## src/rtl/nad_pkg.sv

```systemverilog
// Package nad_pkg
// Shared constants for the non-audio burst sync detector: the preamble
// length, its word width and the word expected at each position.
// Assumes the preamble is a run of zero words followed by nonzero words.
package nad_pkg;
    localparam int SYNC_LEN  = 6;
    localparam int SYNC_W    = 16;
    localparam int ZERO_RUN  = 4;   // leading zero words in the preamble
    localparam int SYNC_IDXW = $clog2(SYNC_LEN + 1);

    typedef logic [SYNC_W-1:0]    sync_word_t;
    typedef logic [SYNC_IDXW-1:0] sync_idx_t;

    // Expected preamble word at a given position.
    function automatic sync_word_t sync_word(input sync_idx_t idx);
        case (idx)
            sync_idx_t'(ZERO_RUN):     sync_word = 16'hF872;
            sync_idx_t'(ZERO_RUN + 1): sync_word = 16'h4E1F;
            default:                   sync_word = '0;
        endcase
    endfunction
endpackage

```

## src/rtl/nad_sync_matcher.sv

```systemverilog
// Module nad_sync_matcher
// Tracks how much of the six-word preamble has been seen on the word
// stream. A word is taken only when word_valid is high. A mismatch falls
// back to the longest preamble prefix that is still a suffix of the words
// seen. Because the preamble starts with a zero run and ends with nonzero
// words, that prefix is either the zero run (stay), one zero, or empty.
// Assumes: hit is consumed in the same cycle (combinational output).
module nad_sync_matcher
    import nad_pkg::*;
(
    input  logic       clk,
    input  logic       rst_n,
    input  logic       word_valid,
    input  sync_word_t word_data,
    output logic       hit
);
    localparam sync_idx_t LAST_IDX = sync_idx_t'(SYNC_LEN - 1);
    localparam sync_idx_t RUN_IDX  = sync_idx_t'(ZERO_RUN);

    sync_idx_t idx_q;
    sync_idx_t idx_d;
    logic      hit_c;

    // Next match position and completion strobe.
    always_comb begin
        idx_d = idx_q;
        hit_c = 1'b0;
        if (word_valid) begin
            if (word_data == sync_word(idx_q)) begin
                if (idx_q == LAST_IDX) begin
                    hit_c = 1'b1;
                    idx_d = '0;
                end else begin
                    idx_d = idx_q + sync_idx_t'(1);
                end
            end else if (word_data == '0) begin
                idx_d = (idx_q == RUN_IDX) ? RUN_IDX : sync_idx_t'(1);
            end else begin
                idx_d = '0;
            end
        end
    end

    // Match position register.
    always_ff @(posedge clk) begin
        if (!rst_n) idx_q <= '0;
        else        idx_q <= idx_d;
    end

    assign hit = hit_c;
endmodule

```

## src/rtl/nad_frame_timer.sv

```systemverilog
// Module nad_frame_timer
// Holds the autodetect flag. A hit sets it and zeroes the frame counter.
// Each frame_start pulse advances the counter, which saturates at
// TIMEOUT_FRAMES. The pulse that brings the counter to the limit clears
// the flag. A hit takes priority over a frame pulse in the same cycle.
// Assumes TIMEOUT_FRAMES >= 1.
module nad_frame_timer #(
    parameter int TIMEOUT_FRAMES = 4096
) (
    input  logic clk,
    input  logic rst_n,
    input  logic sync_hit,
    input  logic frame_start,
    output logic flag
);
    localparam int               CNT_W   = $clog2(TIMEOUT_FRAMES + 1);
    localparam logic [CNT_W-1:0] CNT_MAX = CNT_W'(TIMEOUT_FRAMES);
    localparam logic [CNT_W-1:0] CNT_END = CNT_W'(TIMEOUT_FRAMES - 1);

    logic [CNT_W-1:0] cnt_q;
    logic             flag_q;

    // Frame window counter and flag.
    always_ff @(posedge clk) begin
        if (!rst_n) begin
            cnt_q  <= CNT_MAX;
            flag_q <= 1'b0;
        end else if (sync_hit) begin
            cnt_q  <= '0;
            flag_q <= 1'b1;
        end else if (frame_start && cnt_q != CNT_MAX) begin
            cnt_q <= cnt_q + CNT_W'(1);
            if (cnt_q == CNT_END) flag_q <= 1'b0;
        end
    end

    assign flag = flag_q;
endmodule

```

## src/rtl/nad_sample_pipe.sv

```systemverilog
// Module nad_sample_pipe
// One-register pass-through for audio samples and their strobe. The
// detector has no path into it, so samples leave exactly as they entered.
module nad_sample_pipe #(
    parameter int SAMPLE_W = 24
) (
    input  logic                clk,
    input  logic                rst_n,
    input  logic                in_valid,
    input  logic [SAMPLE_W-1:0] in_data,
    output logic                out_valid,
    output logic [SAMPLE_W-1:0] out_data
);
    // Sample and strobe register.
    always_ff @(posedge clk) begin
        if (!rst_n) begin
            out_valid <= 1'b0;
            out_data  <= '0;
        end else begin
            out_valid <= in_valid;
            out_data  <= in_data;
        end
    end
endmodule

```

## src/rtl/nad_sync_detect.sv

```systemverilog
// Module nad_sync_detect (top)
// Non-audio burst sync detector: a preamble matcher on the decoded word
// stream, a frame-window timer holding the autodetect flag, a combined
// non-audio indicator, and an untouched sample pass-through.
// Assumes frame_start and word_valid are single-cycle strobes in the clk
// domain. Reset is synchronous and active low.
module nad_sync_detect #(
    parameter int SAMPLE_W       = 24,
    parameter int TIMEOUT_FRAMES = 4096
) (
    input  logic                clk,
    input  logic                rst_n,
    input  logic                word_valid,
    input  logic [15:0]         word_data,
    input  logic                frame_start,
    input  logic                cs_nonaudio,
    input  logic                smp_valid_in,
    input  logic [SAMPLE_W-1:0] smp_in,
    output logic                smp_valid_out,
    output logic [SAMPLE_W-1:0] smp_out,
    output logic                auto_detect,
    output logic                non_audio
);
    logic sync_hit;

    nad_sync_matcher u_match (
        .clk        (clk),
        .rst_n      (rst_n),
        .word_valid (word_valid),
        .word_data  (word_data),
        .hit        (sync_hit)
    );

    nad_frame_timer #(
        .TIMEOUT_FRAMES (TIMEOUT_FRAMES)
    ) u_timer (
        .clk         (clk),
        .rst_n       (rst_n),
        .sync_hit    (sync_hit),
        .frame_start (frame_start),
        .flag        (auto_detect)
    );

    nad_sample_pipe #(
        .SAMPLE_W (SAMPLE_W)
    ) u_pipe (
        .clk       (clk),
        .rst_n     (rst_n),
        .in_valid  (smp_valid_in),
        .in_data   (smp_in),
        .out_valid (smp_valid_out),
        .out_data  (smp_out)
    );

    // Combined indicator from autodetect and channel status.
    always_comb non_audio = auto_detect | cs_nonaudio;
endmodule

```

## config.mk

```make
export PLATFORM = sky130hd
export DESIGN_NAME = nad_sync_detect
export DESIGN_NICKNAME = d
export VERILOG_FILES = /design/src/rtl/nad_pkg.sv /design/src/rtl/nad_sync_matcher.sv /design/src/rtl/nad_frame_timer.sv /design/src/rtl/nad_sample_pipe.sv /design/src/rtl/nad_sync_detect.sv
export SDC_FILE = /design/constraint.sdc
export NUM_CORES = 1
export LEC_CHECK = 0
export ABC_AREA = 1
export BUFFER_PORTS_ARGS = -buffer_cell sky130_fd_sc_hd__buf_2
export CORE_ASPECT_RATIO = 1.25
export CORE_UTILIZATION = 51
export CTS_BUF_LIST = sky130_fd_sc_hd__clkbuf_2
export CTS_CLUSTER_DIAMETER = 60
export CTS_CLUSTER_SIZE = 8
export DETAILED_ROUTE_END_ITERATION = 16
export PLACE_DENSITY = 0.81
export SLEW_MARGIN = 30
export SYNTH_ARGS = -nofsm -noshare
export SYNTH_HDL_FRONTEND = slang
export SYNTH_SLANG_ARGS = --single-unit
```

## constraint.sdc

```tcl
create_clock -name clk -period 2 [get_ports clk]
set_clock_uncertainty 0.05 [all_clocks]
set_input_delay 0.3 -clock clk [delete_from_list [all_inputs] [get_ports clk]]
set_output_delay 0.3 -clock clk [all_outputs]
set_load 0.05 [all_outputs]
```

# == Word level (Yosys, flattened, before mapping) ==
# Cells that the tools add are included.
# Widths: inputs -> output; s select.
# totals
ramBits,0
latch_bits,0
reg_bits,42
n_memories,0
wordCells,35
out_inout_bits,27
romBits,0
inputBits,46
# op_classes
shift,0
magnitude_cmp,0
n_eq_ne,5
add_sub_neg,2
n_reduce_logical,6
div_mod_pow,0
n_bitwise,2
mux,14
n_mul,0
# op_table
op,count
$pmux 16 s2,1
$mux 13,2
$eq 16x16->1,1
$logic_not 16->1,1
$mux 16,1
$add 13x1->13 const B,1
$eq 13x12->1 const B,1
$ne 13x13->1 const B,1
$mux 3,4
$eq 3x3->1 const B,2
$mux 1,6
$reduce_bool 2->1,2
$add 3x1->3 const B,1
$reduce_and 2->1,1
$reduce_or 2->1,1
$logic_and 1x1->1,1
$not 1->1,1
$or 1x1->1,1

# == Logic depth before layout (Yosys ltp) ==
# Gate-level depths: netlist of the first run.
# depth
depth_word,8
mapped_depth,12
mapped_depth_nobuf,12

# == Cells and area by module ==
# Synthesis of the first run repeated with hierarchy kept, for this count alone.
# unflattened
cells_unflattened,309
area_unflattened_um2,2026.9
# modules_own_cells
module,area_per_inst_um2,seq_area_each_um2,cells_each,instances
nad_frame_timer,887.1,280.3,146,1
nad_sample_pipe,721.9,500.5,78,1
nad_sync_matcher,406.6,60.1,82,1
nad_sync_detect,11.3,0.0,3,1

# == Worst setup path after synthesis of the first run ==
# No wires, ideal clock.
# synth_timing
kind,register to register
from,register u_timer.cnt_q[0]
to,register u_timer.cnt_q[2]
setup_time_ps,112
path_slack_ps,526
required_ps,1838
stages_incl_launch_ff,12
period_less_slack_ps,1474
arrival_ps,1312
n_path_buf,0
cell_sequence,dfxtp_1 -> inv_1 -> ha_1 -> nand2_1 -> nor2_1 -> nand2_1 -> nand2_1 -> inv_2 -> nand2_1 -> xor2_1 -> inv_1 -> nor2_1
# synth_via
elab_chain_len,2
word_cells_on_any_way,3
classes_between,1 x add/sub; 1 x eq/ne; 1 x reduce/logical
# synth_rtl
element,line,rtl
from (decl),nad_frame_timer.sv:20,logic [CNT_W-1:0] cnt_q;
from (signal assigned),nad_frame_timer.sv:32,cnt_q <= cnt_q + CNT_W'(1);
"parallel branches: the longest is 2 deep, another holds $add 13x1->13",-,
# Parallel ways; which one is timed is not known.
# A chain may end at the register's enable or synchronous reset.

# == Final worst setup path of the first run ==
# layout_timing
from,register u_timer.cnt_q[0]
to,register u_timer.cnt_q[3]
# The elaborated chain is that of the path after synthesis.

==> run_results.csv, run 1 <==
group,metric,value,unit
cts,cts_resized,0,
timing,post-route-min-period,1699,ps
floorplan,top_level_ports,73,
drt,met2_length,2839,um
logic_synthesis,yosys.area_share.adder,1.274,%
logic_synthesis,synth_top_family_by_area,"simple AND/OR/NAND/NOR gates",
critical_path,r2r_setup_slack,300,ps
layout,final_nets,431,
logic_synthesis,ys_ff_latch,42,
drt,viasPerCell,4.802,
placed_design,place_congestion,0.9093,
layout,drive_gt1_share,26.04,%
placed_design,dp_hpwl,3126,um
drt,routed_wirelength,5221,um
cts,numClockSinks,42,
logic_synthesis,synth_fp_nets,331,
power_and_ir_drop,p_leak,1.446,nW
drt,top_layer,"met4",
cts,worstSkewPairLatency,430,ps
floorplan,die_area,0.004106,mm2
drt,drt_first_pass_iters,11,
run,maxCapViolCount,0,
drt,final_antenna_net_count,0,
critical_path,crit_required,2340,ps
timing,finalCritPeriodShare,84.97,%
logic_synthesis,synth-simple-area-share,34.78,%
drt,drt-initial-drc-count,85,
drt,num_vias,2036,
cts,hold_buffers,25,
critical_path,worst_ep_arrival_time,2040,ps
logic_synthesis,synth_xor_area_share,4.459,%
logic_synthesis,yosys_warnings,0,
floorplan,rows,24,
drt,wl_met3,314,um
cts,cts_tree,"done",
timing,tightest_slew,516.2,ps
critical_path,critPathLaunchType,"flip-flop",
logic_synthesis,avgSynthCellArea,6.941,um2
placed_design,pre_cts_ws,338.2,ps
layout,layout_common_cells,"nand2_1, buf_2, inv_1",
status,failed_checks,"design-rule violations",
critical_path,setup.worst_path.class,"reg2reg",
critical_path,crit_fanout,9,
logic_synthesis,synth.area.mux_share,0,%
global_routing,grt_pass1_wl,8280,um
timing,final.setup.tns,0,ps
worst_hold_path,hold_class,"in2reg",
logic_synthesis,synth_area,0.001964,mm2
logic_synthesis,synth_seq_area_share,42.80,%
global_routing,grt_max_degree,29,
global_routing,antenna_found_initial,1,
floorplan,die_x,57.51,um
logic_synthesis,synthDistinctLibCells,25,
timing,drv_slew,0,
timing,setup_violations,0,
timing,rsz0062_at_grt,"no",
status,status,"finished, violations left",
cts,htreeDepth,2,
cts,clk_pin_slew,220,ps
drt,wl_met1,1886,um
global_routing,gr-usage-all-layers,27.06,%
cts,postCtsSetupBuffers,0,
logic_synthesis,synth_compound_area_share,2.803,%
cts,clk_path_buf_depth,2,
critical_path,r2r_cells,11,
global_routing,grt.overflow.total,0,
timing,hold_violations,0,
global_routing,grt_pass1_vias,2001,
timing,holdWs,141.3,ps
timing,max-slew-margin-rel,65.59,%
layout,final_common_cell,"nand2_1",
drt,post_drt_wl_per_cell,12.31,um
floorplan,start_util,54.97,%
floorplan,core_area,0.003573,mm2
timing,max_freq,588.4,MHz
power_and_ir_drop,ir_drop,0.0005314,V
worst_hold_path,holdPathStages,3,
timing,finalWorstSetupSlack,300.5,ps
power_and_ir_drop,powerDensity,594.7,mW/mm2
layout,n_fill_cell,254,
drt,drc,1,
critical_path,critPathCaptureType,"flip-flop",
floorplan,fp.dieH,71.39,um
cts,root_buffer,"clkbuf_2",
logic_synthesis,synthCells,283,
placed_design,io_buffers,72,
cts,cts_buffers,5,
layout,syn_to_final_growth,34.59,%
-- cells by family (layout without fill, tap and decap cells) --
kind of cell / after synthesis / after routing
simple gates: 150 / 150
buf+inv: 68 / 169
flops: 42 / 42
other cells: 0 / 1
compound gates: 11 / 11
xor+xnor: 10 / 10
fa+ha+maj: 2 / 2
-- final cells by class --
type | instances | area [um2] | share of cell area, %
multi-input combinational | 173 | 850.8 | 32.18
sequential | 42 | 840.8 | 31.80
antenna | 1 | 2.502 | 0.09465
inverter | 64 | 240.2 | 9.087
timing repair buffer | 97 | 610.6 | 23.10
clock inverter | 3 | 25.02 | 0.9465
tap | 39 | 48.80 | 1.846
clock buffer | 5 | 25.02 | 0.9465
-- per-layer routing --
metal / global-route usage (%) / vias to the layer above
li1: - / 1037
met1: 24.54 / 909
met2: 51.55 / 74
met3: 7.040 / 16
met4: 17.34 / 0
met5: 0 / -
-- path summary, 6_finish.rpt --
| check | start | to |
|---|---|---|
| worst min register to register | u_timer.flag | u_timer.flag |
| worst min-delay path | word_valid | u_timer.flag |
| worst max-delay path | u_timer.cnt_q[0] | u_timer.cnt_q[3] |
| worst max register to register | u_timer.cnt_q[0] | u_timer.cnt_q[3] |
-- where the power goes --
part | internal, W | total [W] | switching (W)
clock network | 0.0000925 | 0.000405 | 0.000313
registers | 0.000868 | 0.000877 | 0.00000970
logic | 0.000101 | 0.000289 | 0.000188
total | 0.00106 | 0.00157 | 0.000511
-- stage by stage --
stage / instance area, um2 / instances / util (%) / power [W]
finish: 2644 / 424 / 73.98 / 0.001572
global route: 2644 / 424 / 73.98 / 0.001626
CTS: 2641 / 423 / 73.91 / 0.001557
detailed placement: 2341 / 390 / 65.51 / 0.001133
global placement: 2341 / 390 / 65.51 / 0.001128
floorplan: 1964 / 283 / - / 0.001052
-- registers in the layout, indices dropped and copies added, names as in the netlist --
register / count
u_timer.cnt_q: 13
u_timer.flag: 1
u_pipe.out_valid: 1
u_pipe.out_data: 24
u_match.idx_q: 3
-- worst max-delay path: stages, from the launching register on --
cell	delay [ps]
dfxtp_1	430
inv_1	100
ha_1	210
nand2_1	70
nor2_1	40
nand2_1	80
nand2_1	160
inv_2	170
nand2_1	80
xnor2_1	140
inv_1	50
nor2_1	70
-- synth_stat cells --
| cell | instances | area share (%) |
|---|---|---|
| inv_1 | 61 | 12 |
| or2_2 | 1 | 0.32 |
| nor2_1 | 28 | 5.4 |
| buf_2 | 1 | 0.25 |
| dfxtp_1 | 42 | 43 |
| clkinv_1 | 1 | 0.19 |
| nand3b_1 | 2 | 0.76 |
| nand3_1 | 15 | 3.8 |
| xor2_1 | 8 | 3.6 |
| nor3_2 | 1 | 0.51 |
| xnor2_1 | 2 | 0.89 |
| a21oi_1 | 5 | 1.3 |
| ha_1 | 2 | 1.3 |
| nor2_2 | 12 | 3.8 |
| nor3_1 | 5 | 1.3 |
| nand4_1 | 4 | 1.3 |
| nand3_2 | 1 | 0.51 |
| clkbuf_1 | 2 | 0.38 |
| nand2_1 | 78 | 15 |
| nor2_4 | 1 | 0.57 |
| buf_12 | 1 | 1.0 |
| nand4_4 | 1 | 1.1 |
| nand2_4 | 1 | 0.57 |
| o21ai_0 | 6 | 1.5 |
| inv_2 | 2 | 0.38 |
(Power assumes the default switching activity.)
==> inputs of run 2 (changes only) <==
- CORE_UTILIZATION: 51 -> 46
- PLACE_DENSITY: 0.81 -> 0.77
- clock period: 2 -> 1.4 ns (I/O delays scaled with it)
==> run 2 against run 1 <==
  * The flow finishes with violations (negative setup slack)
  * Sequential share of layout area shrank 3.7 points
  * Die area grew 11%
  * Via count grew 4.7%
  * Largest power group unchanged
==> run_results.csv, run 2 (synthesis gave the netlist of run 1 again) <==
group,metric,value,unit
timing,post-route-min-period,1493,ps
worst_hold_path,holdPathEnd,"u_match.idx_q[1]",
placed_design,dp_hpwl,3262,um
timing,max_freq,669.9,MHz
layout,largest_reg_flops,24,
layout,final_nets,460,
critical_path,setup.worst_path.class,"reg2reg",
global_routing,grt_pass1_vias,2049,
floorplan,rows,26,
timing,drv_slew,0,
cts,root_buffer,"clkbuf_2",
power_and_ir_drop,p_seq_share,56.6,%
timing,rsz0062_at_grt,"yes",
placed_design,io_buffers,72,
global_routing,grt_max_degree,26,
power_and_ir_drop,ir_drop,0.0006644,V
critical_path,crit_required,1700,ps
placed_design,place_congestion,0.8559,
drt,drt_first_pass_iters,4,
drt,drc,0,
power_and_ir_drop,p_comb_share,19.4,%
global_routing,grt.overflow.total,0,
layout,syn_to_final_growth,55.86,%
timing,finalWorstSetupSlack,-92.76,ps
global_routing,gr-usage-all-layers,24.26,%
cts,clk_path_buf_depth,2,
cts,clk_pin_slew,210,ps
floorplan,core_area,0.004099,mm2
critical_path,worstSetupStartpoint,"u_timer.cnt_q[1]",
global_routing,grt_pass1_wl,8204,um
critical_path,worst_ep_arrival_time,1800,ps
drt,viasPerCell,4.546,
layout,layout_common_cells,"buf_2, nand2_1, inv_1",
placed_design,dpl_cell_area,0.002552,mm2
cts,numClockSinks,42,
status,status,"finished, violations left",
layout,top_regs,"u_pipe.out_data: 24 flops, u_timer.cnt_q: 13 flops, u_match.idx_q: 3 flops",
worst_hold_path,hold_class,"in2reg",
layout,antenna_cells,0,
critical_path,timing.rr.end,"u_timer.cnt_q[0]",
floorplan,die_area,0.004537,mm2
power_and_ir_drop,p_leak,1.657,nW
timing,tightest_slew,276.5,ps
timing,max-slew-margin-rel,81.69,%
drt,num_vias,2132,
status,failed_checks,"negative setup slack",
floorplan,start_util,47.92,%
critical_path,critPathCaptureType,"flip-flop",
cts,worstSkewPairLatency,410,ps
timing,hold_violations,0,
cts,htreeDepth,2,
floorplan,top_level_ports,73,
worst_hold_path,holdPathStages,3,
placed_design,pre_cts_ws,-111.5,ps
layout,top_register,"u_pipe.out_data",
drt,routed_wirelength,5409,um
timing,setup_violations,14,
layout,design_area,0.003062,mm2
critical_path,crit_fanout,5,
critical_path,critPathLaunchType,"flip-flop",
critical_path,r2r_setup_slack,-90,ps
drt,drt-initial-drc-count,140,
layout,drive_gt1_share,39.71,%
layout,final_common_cell,"buf_2",
run,maxCapViolCount,0,
power_and_ir_drop,power.internal,0.001512,W
critical_path,r2r_start,"u_timer.cnt_q[1]",
cts,cts_buffers,5,
power_and_ir_drop,power.share.clock,24.0,%
power_and_ir_drop,powerDensity,719.0,mW/mm2
cts,cts_tree,"done",
power_and_ir_drop,switching_share,31.30,%
global_routing,antenna_found_initial,0,
drt,final_antenna_net_count,0,
floorplan,die_x,60.45,um
floorplan,fp.dieH,75.06,um
drt,post_drt_wl_per_cell,11.53,um
power_and_ir_drop,switchingPower,0.0006890,W
worst_hold_path,min_from,"word_valid",
timing,finalCritPeriodShare,106.6,%
critical_path,r2r_cells,10,
run 2: cell count changes in the layout (fill, tap and decap cells not counted), moves of 4 or more:
cell and delta:
nand2_1 -11, buf_4 +25, nand2_2 +9, dfxtp_2 +4
dfxtp_4 +4, dfxtp_1 -8, inv_1 -4
run 2: power by group through the flow:
stage | clock network (W) | logic [W] | registers (W)
finish | 0.000528 | 0.000427 | 0.00125
global route | 0.000585 | 0.000458 | 0.00125
CTS | 0.000533 | 0.000413 | 0.00125
detailed placement | 0 | 0.000349 | 0.00128
global placement | 0 | 0.000344 | 0.00127
floorplan | 0 | 0.0000937 | 0.00141
run 2: what timing repair did:
action / CTS / global route
gates resized for setup: 26 / 23
cloned: 1 / 0
pin swaps: 15 / 17
setup endpoints to repair: 17 / 18
setup buffers: 6 / 0
hold buffers: 26 / 0
endpoints found under the hold margin: 26 / 0
run 2: area by class of cell:
cell class                      count  area [um2]
Timing Repair Buffer              125       847.1
Timing Repair inverter              1       7.507
Sequential cell                    42       860.8
Multi-Input combinational cell    173       982.2
Fill cell                         321        1037
Tap cell                           56       70.07
Clock buffer                        5       25.02
Clock inverter                      3       21.27
Inverter                           64       247.7
run 2: layer usage:
layer | share of wire [%] | routed length [um] | up-vias | track usage, %
met4 | 1.9 | 101 | 0 | 7.323
met5 | 0 | 0 | - | 0
li1 | - | - | 1090 | -
met3 | 5.4 | 291 | 12 | 7.216
met1 | 38 | 2071 | 971 | 24.07
met2 | 54 | 2945 | 59 | 47.25
run 2: through the flow:
stage | hold slack, ps | instances | TNS [ps] | utilization, % | total power (W)
after floorplan | 257.6 | 283 | 0 | - | 0.001505
after global placement | 340.0 | 428 | -131.7 | 62.27 | 0.001618
after detailed placement | 344.2 | 428 | -687.0 | 62.27 | 0.001624
after CTS | 34.73 | 469 | -329.4 | 73.05 | 0.002195
after global routing | 41.47 | 469 | -2300 | 74.69 | 0.002293
final | 47.80 | 469 | -722.8 | 74.69 | 0.002201
run 2: worst max-delay path by stage:
stage                       end  slack [ps]  depth (start not counted)
3_3_place_gp   u_timer.cnt_q[2]         -40                         11
6_report       u_timer.cnt_q[0]         -90                         10
2_1_floorplan  u_timer.cnt_q[2]           8                         11
3_5_place_dp   u_timer.cnt_q[2]        -110                         11
5_1_grt        u_timer.cnt_q[2]        -170                         11
4_1_cts        u_timer.cnt_q[5]         -30                         10
run 2: worst max-delay path, cell delays in order, from the launching register on:
cell and delay [ps]:
dfxtp_4 400, inv_4 70, ha_4 130, nand2_2 50, nor2_2 110, nand2_2 100, nand2_4 130, buf_6 110
xor2_1 140, inv_1 70, nor2_2 70
==> inputs of run 3 (changes only) <==
- SYNTH_HIERARCHICAL: not set -> 1
==> run 3 against run 2 <==
  * The run still ends with negative setup slack left
  * Flip-flop and latch count did not move
  * Cell area shrank 1.8%
  * Wire length is 7.5% higher
  * Largest cell class unchanged
  * Largest power group unchanged
==> run_results.csv, run 3 <==
group,metric,value,unit
global_routing,grt_pass1_vias,2265,
critical_path,critPathLaunchType,"flip-flop",
run,maxCapViolCount,0,
status,status,"finished, violations left",
floorplan,start_util,48.68,%
drt,viasPerCell,4.661,
logic_synthesis,synth_common_cells,"nand2_1, nor2_1, inv_1",
logic_synthesis,synth_fp_nets,357,
logic_synthesis,synth_top_area_cell,"dfxtp_1",
placed_design,io_buffers,72,
critical_path,slowest_delay,410,ps
timing,holdWs,75.90,ps
drt,drt_first_pass_iters,4,
critical_path,setup.worst_path.class,"reg2reg",
layout,layout_common_cells,"nand2_1, buf_2, nor2_1",
timing,max_freq,624.3,MHz
cts,numClockSinks,42,
timing,max-slew-margin-rel,81.08,%
placed_design,place_congestion,0.8500,
power_and_ir_drop,power.share.clock,22.9,%
logic_synthesis,async_flop_share,0,%
global_routing,antenna_found_initial,0,
logic_synthesis,avgSynthCellArea,6.560,um2
critical_path,crit_required,1660,ps
cts,htreeDepth,2,
cts,worstSkewPairLatency,400,ps
logic_synthesis,yosys_warnings,6,
logic_synthesis,yosys_most_used_dff,"dfxtp_1",
critical_path,worst_ep_arrival_time,1870,ps
timing,setup_violations,14,
floorplan,top_level_ports,73,
critical_path,crit_fanout,5,
drt,drt-initial-drc-count,104,
logic_synthesis,synthCells,309,
cts,root_buffer,"clkbuf_2",
layout,syn_to_final_growth,48.27,%
timing,finalCritPeriodShare,114.4,%
layout,largest_reg_flops,24,
power_and_ir_drop,ir_drop,0.0006844,V
power_and_ir_drop,p_seq_share,53.9,%
logic_synthesis,synth_seq_area_share,41.48,%
global_routing,grt_max_degree,31,
logic_synthesis,synthDistinctLibCells,26,
layout,final_common_cell,"nand2_1",
logic_synthesis,synth_area_leaders,"dfxtp_1, nand2_1, nor2_1",
drt,final_antenna_net_count,0,
layout,top_register,"u_pipe/out_data",
critical_path,crit_buf_inv,2,
cts,cts_tree,"done",
power_and_ir_drop,power.internal,0.001576,W
floorplan,die_x,61.37,um
power_and_ir_drop,p_comb_share,23.1,%
power_and_ir_drop,switchingPower,0.0007529,W
drt,post_drt_wl_per_cell,11.82,um
layout,final_nets,482,
layout,final_util,72.18,%
logic_synthesis,synth.top_cell.area_share,41.48,%
global_routing,grt.overflow.total,0,
power_and_ir_drop,switching_share,32.33,%
global_routing,grt_pass1_wl,9177,um
critical_path,slowest_stage,"dfxtp_4",
drt,drc,0,
timing,rsz0062_at_grt,"yes",
critical_path,path_cells,"inv_4, nand2_4, nor2_4, nand2_1, o21ai_1, nand3_2, nor4_4, buf_4, nor2_4, o21ai_1, nor2_1",
floorplan,die_area,0.004677,mm2
logic_synthesis,ys_ff_latch,42,
timing,post-route-min-period,1602,ps
floorplan,rows,26,
timing,tightest_slew,281.6,ps
critical_path,crit_family,"simple AND/OR/NAND/NOR gates",
status,failed_checks,"negative setup slack",
layout,top_regs,"u_pipe/out_data: 24 flops, u_timer/cnt_q: 13 flops, u_match/idx_q: 3 flops",
logic_synthesis,synth_area,0.002027,mm2
timing,finalWorstSetupSlack,-201.9,ps
logic_synthesis,synth-edff-count,0,
power_and_ir_drop,p_leak,1.599,nW
layout,drive_gt1_share,32.64,%
drt,routed_wirelength,5813,um
power_and_ir_drop,p_total,0.002329,W
global_routing,gr-usage-all-layers,26.18,%
timing,hold_violations,0,
drt,num_vias,2293,
timing,drv_slew,0,
placed_design,pre_cts_ws,-175.6,ps
cts,clk_pin_slew,210,ps
power_and_ir_drop,powerDensity,775.0,mW/mm2
cts,clk_path_buf_depth,2,
placed_design,dp_hpwl,3481,um
logic_synthesis,synthMostInstantiatedCell,"nand2_1",
timing,final.setup.tns,-2166,ps
cts,cts_buffers,5,
floorplan,core_area,0.004164,mm2
worst_hold_path,hold_class,"in2reg",
floorplan,fp.dieH,76.22,um
critical_path,critPathCaptureType,"flip-flop",
==> run 3: cell count changes after synthesis, sizes merged, moves of 3 or more <==
cell	delta
buf	+3
nor3	-4
nand4	+3
inv	-16
nand2	+22
a21oi	+8
nor2	+14
xor2	-5
==> run 3: per-layer routing <==
metal  track usage (%)  share of wire (%)  up-vias
met1             25.75                 37     1031
met5                 0                  0        -
met3             4.244                3.3       19
met2             48.80                 56       55
li1                  -                  -     1188
met4             14.00                3.9        0
==> run 3: worst register-to-register path, stage by stage, from the launching register on <==
cell and delay, ps:
dfxtp_4 410, inv_4 70, nand2_4 50, nor2_4 100, nand2_1 60, o21ai_1 90, nand3_2 120, nor4_4 160
buf_4 180, nor2_4 60, o21ai_1 100, nor2_1 70
==> run 3: what timing repair did <==
action | CTS | global route
resized for setup | 15 | 10
hold endpoints to repair | 25 | 0
setup endpoints to repair | 15 | 19
gates cloned | 1 | 0
pin swaps | 4 | 1
hold buffers | 25 | 0
setup buffers | 4 | 0
==> run 3: logic make-up after synthesis <==
family                     after synthesis  share of synthesized area [%]
and+or+nand+nor                        188                          38.95
buffers and inverters                   54                          11.60
DFF                                     42                          41.48
AOI/OAI and AO/OA                       19                          5.000
xor gates and xnor gates                 4                          1.729
adders and majority gates                2                          1.234
==> run 3: final timing paths <==
path	start	end	slack, ps	cells past startpoint
worst max-delay path	u_match/idx_q[0]	u_timer/cnt_q[5]	-200	11
worst min-delay path	frame_start	u_timer/cnt_q[4]	80	3
worst max register to register	u_match/idx_q[0]	u_timer/cnt_q[5]	-200	11
worst min register to register	u_timer/flag	u_timer/flag	480	2
==> run 3: layout make-up <==
cell class              count  area, um2
diodes                      1      2.502
clock buffers               6      30.03
clock inverters             2      13.76
fillers                   341       1159
inverters                  48      187.7
multi-input cells         213       1031
flip-flops and latches     42      853.3
well taps                  56      70.07
repair buffers            123      812.0
repair inverters            1      5.005
==> run 3: stage by stage <==
step                      instance area (um2)  instances
after floorplan                          2068        309
after global placement                   2609        453
after detailed placement                 2609        453
after CTS                                2982        491
after global routing                     3003        491
final                                    3005        492
==> run 3: power by group through the flow <==
stage / Clock [W] / Combinational, W / Sequential (W)
3_5_place_dp: 0 / 0.000463 / 0.00128
6_report: 0.000534 / 0.000539 / 0.00126
3_3_place_gp: 0 / 0.000457 / 0.00128
4_1_cts: 0.000540 / 0.000523 / 0.00126
5_1_grt: 0.000593 / 0.000581 / 0.00126
2_1_floorplan: 0 / 0.000157 / 0.00142
